--- config.mk ---
export PLATFORM = sky130hd
export DESIGN_NAME = tw_cond_detect
export DESIGN_NICKNAME = d
export VERILOG_FILES = /design/src/rtl/tw_cond_pkg.sv /design/src/rtl/tw_sync.sv /design/src/rtl/tw_glitch_filter.sv /design/src/rtl/tw_cond_classify.sv /design/src/rtl/tw_cond_detect.sv
export SDC_FILE = /design/constraint.sdc
export NUM_CORES = 1
export LEC_CHECK = 0
export ABC_AREA = 0
export BUFFER_PORTS_ARGS = -buffer_cell sky130_fd_sc_hd__buf_2
export CORE_MARGIN = 5
export CORE_UTILIZATION = 35
export CTS_CLUSTER_DIAMETER = 100
export DETAILED_ROUTE_END_ITERATION = 16
export PLACE_DENSITY = 0.56
export REMOVE_ABC_BUFFERS = 1
export SETUP_SLACK_MARGIN = 0.5
export SYNTH_ARGS = -nofsm -noshare
export SYNTH_HDL_FRONTEND = slang
export SYNTH_SLANG_ARGS = --single-unit
--- constraint.sdc ---
create_clock -name clk -period 1.2 [get_ports clk]
set_input_delay 0.24 -clock clk [delete_from_list [all_inputs] [get_ports clk]]
set_output_delay 0.24 -clock clk [all_outputs]
set_load 0.03 [all_outputs]
--- src/rtl/tw_cond_pkg.sv ---
package tw_cond_pkg;

   // bit positions of the two lines inside the per-line vectors
   localparam int unsigned LINE_SCL = 0;
   localparam int unsigned LINE_SDA = 1;
   localparam int unsigned N_LINES  = 2;

   // bus idle level of an open-drain line
   localparam logic IDLE_LEVEL = 1'b1;

   typedef struct packed {
      logic start;
      logic rstart;
      logic stop;
      logic rise;
      logic fall;
   } tw_evt_t;

endpackage

--- src/rtl/tw_sync.sv ---
module tw_sync #(
   parameter int unsigned STAGES = 2,
   parameter logic        INIT   = 1'b1
) (
   input  logic clk,
   input  logic rst_n,
   input  logic din,
   output logic dout
);

   if (STAGES < 2) begin : g_bad_stages
      $error("tw_sync: STAGES must be at least 2");
   end

   logic [STAGES-1:0] chain_q;

   always_ff @(posedge clk or negedge rst_n) begin
      if (!rst_n) chain_q <= {STAGES{INIT}};
      else        chain_q <= {chain_q[STAGES-2:0], din};
   end

   assign dout = chain_q[STAGES-1];

endmodule

--- src/rtl/tw_glitch_filter.sv ---
module tw_glitch_filter #(
   parameter int unsigned WINDOW = 10,
   parameter logic        INIT   = 1'b1
) (
   input  logic clk,
   input  logic rst_n,
   input  logic din,
   output logic dout
);

   if (WINDOW < 1) begin : g_bad_window
      $error("tw_glitch_filter: WINDOW must be at least 1");
   end

   if (WINDOW == 1) begin : g_pass
      // single-sample window: plain register, no counter needed
      always_ff @(posedge clk or negedge rst_n) begin
         if (!rst_n) dout <= INIT;
         else        dout <= din;
      end
   end else begin : g_count
      localparam int unsigned CNT_W = $clog2(WINDOW);
      localparam logic [CNT_W-1:0] LAST = CNT_W'(WINDOW - 1);

      logic [CNT_W-1:0] run_q;

      always_ff @(posedge clk or negedge rst_n) begin
         if (!rst_n) begin
            dout  <= INIT;
            run_q <= '0;
         end else if (din == dout) begin
            run_q <= '0;
         end else if (run_q == LAST) begin
            dout  <= din;
            run_q <= '0;
         end else begin
            run_q <= run_q + 1'b1;
         end
      end
   end

endmodule

--- src/rtl/tw_cond_classify.sv ---
module tw_cond_classify
   import tw_cond_pkg::*;
(
   input  logic    clk,
   input  logic    rst_n,
   input  logic    scl_f,
   input  logic    sda_f,
   output tw_evt_t evt
);

   logic scl_d, sda_d, busy_q;
   logic scl_held_hi, sda_fell, sda_rose;

   always_ff @(posedge clk or negedge rst_n) begin
      if (!rst_n) begin
         scl_d  <= IDLE_LEVEL;
         sda_d  <= IDLE_LEVEL;
         busy_q <= 1'b0;
      end else begin
         scl_d <= scl_f;
         sda_d <= sda_f;
         if (evt.start)     busy_q <= 1'b1;
         else if (evt.stop) busy_q <= 1'b0;
      end
   end

   always_comb begin
      // clock must be high in the previous and the current filtered cycle
      scl_held_hi = scl_f & scl_d;
      sda_fell    = sda_d & ~sda_f;
      sda_rose    = ~sda_d & sda_f;
      evt.start   = sda_fell & scl_held_hi;
      evt.stop    = sda_rose & scl_held_hi;
      evt.rstart  = evt.start & busy_q;
      evt.rise    = scl_f & ~scl_d;
      evt.fall    = ~scl_f & scl_d;
   end

endmodule

--- src/rtl/tw_cond_detect.sv ---
module tw_cond_detect
   import tw_cond_pkg::*;
#(
   parameter int unsigned FILTER_CYCLES = 10,
   parameter int unsigned SYNC_STAGES   = 2
) (
   input  logic clk,
   input  logic rst_n,
   input  logic scl_raw,
   input  logic sda_raw,
   output logic sda_level,
   output logic scl_rise,
   output logic scl_fall,
   output logic start_pulse,
   output logic rstart_pulse,
   output logic stop_pulse
);

   if (FILTER_CYCLES < 1) begin : g_bad_filter
      $error("tw_cond_detect: FILTER_CYCLES must be at least 1");
   end
   if (SYNC_STAGES < 2) begin : g_bad_sync
      $error("tw_cond_detect: SYNC_STAGES must be at least 2");
   end

   logic [N_LINES-1:0] raw_vec, sync_vec, filt_vec;
   logic    sda_sync;
   tw_evt_t evt;

   assign raw_vec[LINE_SCL] = scl_raw;
   assign raw_vec[LINE_SDA] = sda_raw;

   for (genvar g = 0; g < N_LINES; g++) begin : g_line
      tw_sync #(
         .STAGES (SYNC_STAGES),
         .INIT   (IDLE_LEVEL)
      ) i_sync (
         .clk   (clk),
         .rst_n (rst_n),
         .din   (raw_vec[g]),
         .dout  (sync_vec[g])
      );

      tw_glitch_filter #(
         .WINDOW (FILTER_CYCLES),
         .INIT   (IDLE_LEVEL)
      ) i_filt (
         .clk   (clk),
         .rst_n (rst_n),
         .din   (sync_vec[g]),
         .dout  (filt_vec[g])
      );
   end

   assign sda_sync = sync_vec[LINE_SDA];

   tw_cond_classify i_class (
      .clk   (clk),
      .rst_n (rst_n),
      .scl_f (filt_vec[LINE_SCL]),
      .sda_f (filt_vec[LINE_SDA]),
      .evt   (evt)
   );

   assign sda_level    = filt_vec[LINE_SDA];
   assign scl_rise     = evt.rise;
   assign scl_fall     = evt.fall;
   assign start_pulse  = evt.start;
   assign rstart_pulse = evt.rstart;
   assign stop_pulse   = evt.stop;

endmodule

==> results.json <==
{
  "outcome": "finished with violations",
  "violations": "negative hold slack, negative setup slack",
  "fin_tns_setup_ns": -1.81,
  "pwr_density_cell_nw_per_um2": 1260,
  "synthCells": 53,
  "cts-buffers-inserted": 3,
  "use_met1_pct": 10.2,
  "ys_types": 18,
  "fillers": 186,
  "use_met2_pct": 15.1,
  "finalHoldViolCount": 9,
  "synth_top_area_share_pct": 32.7,
  "grt_max_degree": 18,
  "slew-limit-headroom_pct": 76.7,
  "ys_seq_elements": 17,
  "place_area_sq_um": 812,
  "die_width_um": 54.3,
  "cts_sinks": 17,
  "first_iter_violations": 2,
  "post-route-period-util_pct": 137,
  "drv_cap": 0,
  "crit_slowest_cell": "dfstp_2",
  "ios": 10,
  "worstMarginPinSlew_ns": 0.350,
  "dp.final_hpwl_um": 732,
  "timing.setup.critical_path_class": "register to primary output",
  "grt_pass1_wl_um": 1900,
  "ir_worst_vdd_mv": 0.549,
  "wl_um": 1070,
  "syn_area_per_cell_sq_um": 13.0,
  "critPathTopFamily": "flip-flops",
  "async_flop_share_pct": 100,
  "io_buffers": 9,
  "use_met3_pct": 3.27,
  "dieArea_sq_um": 2950,
  "startpoint_type": "register",
  "rsz0062_at_grt": "true",
  "top_usage_layer": "met2",
  "synth_ff_type": "dfrtp_1",
  "cp_slowest_stage_delay_ns": 0.55,
  "synth_area_leaders": "dfrtp_1 (33%), dfstp_2 (31%), ha_1 (7.3%), xor2_1 (5.1%), nor2_1 (4.4%)",
  "grt_pass1_vias": 457,
  "vias": 444,
  "p_total_mw": 1.23,
  "seqCellArea_sq_um": 435,
  "cp_max_fo": 2,
  "fin_skew_ns": 0.00324,
  "wire_per_inst_um": 10.1,
  "cts-root-buf": "clkbuf_4",
  "arrival_ns": 1.40,
  "track_usage_pct": 9.68,
  "clk_pin_slew_ns": 0.10,
  "antenna_found_initial": 0,
  "layout-drive-gt1-share_pct": 54.4,
  "fp-row-count": 16,
  "layout.nets": 88,
  "reg2reg_from": "g_line[1].i_filt.dout$_DFFE_PN1P_",
  "area_growth_pct": 41.8,
  "yosysWarnings": 0,
  "ys_seq_area_share_pct": 63.3,
  "drcViolationCount": 0,
  "setup_violations": 6,
  "synth_edf_count": 0,
  "layout_common_cells": "buf_6 (11), dfrtp_1 (9), nor2_1 (8), dfstp_2 (8), buf_4 (8)",
  "n_antenna_cell": 0,
  "syn_area_sq_um": 688,
  "fmax_mhz": 609,
  "core_sq_um": 1920,
  "path_cells": "nand2_2 > nor3b_2 > and2_4 > buf_6",
  "leakage_nw": 0.463,
  "post-route-cell-area_sq_um": 976,
  "setup_ws_ns": -0.442,
  "drtAntennaViolNets": 0,
  "end_kind": "primary output",
  "slew_violations": 0,
  "cp.required_ns": 0.96,
  "min_period_ns": 1.64,
  "hp-class": "primary input to asynchronous set/reset pin",
  "h-tree-depth": 1,
  "synth_area_leader_cell": "dfrtp_1",
  "start_util_pct": 35.8,
  "cts_tree": "yes",
  "dr.pass1.iters": 2,
  "critPathBufInv": 1,
  "die_h_um": 54.3,
  "grt_overflow": 0,
  "place_congestion": 0.627,
  "whs_ns": -0.159,
  "clk_path_buf_depth": 2,
  "startpoint": "g_line[0].i_filt.dout$_DFFE_PN1P_",
  "clk_latency_ns": 0.29,
  "vias_per_cell": 4.19,
  "final_common_cell": "buf_6",
  "multi_input_area_sq_um": 269
}
==> cells by family after synthesis <==
logic type	Yosys count	share of synthesized area [%]
mux	2	3.27
flops	17	63.3
fa+ha+maj	4	7.27
buf+inv	3	1.64
simple gates	20	15.8
xor+xnor	6	7.64
compound gates	1	1.09
==> worst reg2reg max path, delay by kind of cell (launching register included) <==
kind | cells | cell delay, ns
XOR/XNOR | 1 | 0.12
buffers and inverters | 2 | 0.19
flip-flops | 1 | 0.57
AND/OR/NAND/NOR | 2 | 0.23
==> registers in the layout, indices dropped and copies added (netlist names) <==
signal                       count
g_line.i_sync.chain_q            4
g_line.i_filt.g_count.run_q      8
i_class.sda_d                    1
g_line.i_filt.dout               2
i_class.scl_d                    1
i_class.busy_q                   1
==> final timing paths <==
| kind | cells past startpoint | to | slack (ns) |
|---|---|---|---|
| hold / removal | 1 | g_line[1].i_filt.g_count.run_q[0]$_DFF_PN0_ | -0.16 |
| max in group asynchronous | 1 | g_line[0].i_filt.dout$_DFFE_PN1P_ | 1.06 |
| setup / recovery | 4 | rstart_pulse | -0.44 |
| min in group clk | 1 | g_line[1].i_sync.chain_q[0]$_DFF_PN1_ | 0.04 |
| setup reg to reg | 5 | g_line[1].i_filt.g_count.run_q[1]$_DFF_PN0_ | 0.02 |
| hold reg to reg | 0 | g_line[1].i_sync.chain_q[1]$_DFF_PN1_ | 0.36 |
==> area by class of cell <==
| cell class | instances | area share, % |
|---|---|---|
| Sequential cell | 17 | 44.6 |
| Inverter | 3 | 1.15 |
| Multi-Input combinational cell | 33 | 27.6 |
| Clock buffer | 3 | 2.31 |
| Tap cell | 27 | 3.46 |
| Clock inverter | 1 | 0.513 |
| Timing Repair Buffer | 22 | 20.4 |
==> Yosys cell counts (2+ instances only) <==
| cell type | count |
|---|---|
| dfrtp_1 | 9 |
| dfstp_2 | 8 |
| nor2_1 | 8 |
| ha_1 | 4 |
| xor2_1 | 4 |
| inv_1 | 3 |
| mux2_2 | 2 |
| nand2_1 | 2 |
| nand3_1 | 2 |
| nand3b_1 | 2 |
| xnor2_1 | 2 |
==> per-stage QoR <==
stage               setup WS [ns]  instances  util, %
floorplan                  -0.535         53        -
global placement           -0.131         95     42.3
detailed placement         -0.150         95     42.3
CTS                        -0.411        102     47.9
global route               -0.527        106     50.8
finish                     -0.442        106     50.8
==> report_power, final <==
group          leakage, nW  switching [mW]  internal (mW)  total, mW
registers            0.204          0.0350          0.641      0.676
clock network       0.0177           0.177          0.124      0.301
logic                0.241           0.109          0.141      0.250
==> routing by layer <==
layer	share of wire, %	wire [um]	vias up
met1	45	479	207
met3	6.8	73	4
li1	-	-	222
met4	3.2	34	0
met5	0	0	-
met2	45	481	11
==> timing repair <==
action / CTS / global route
hold endpoints to repair: 9 / 9
resized for setup: 17 / 7
endpoints found under the setup margin: 19 / 19
pin swaps: 9 / 4
setup buffers: 3 / 4
No activity file was read; power rests on OpenSTA's default activity.
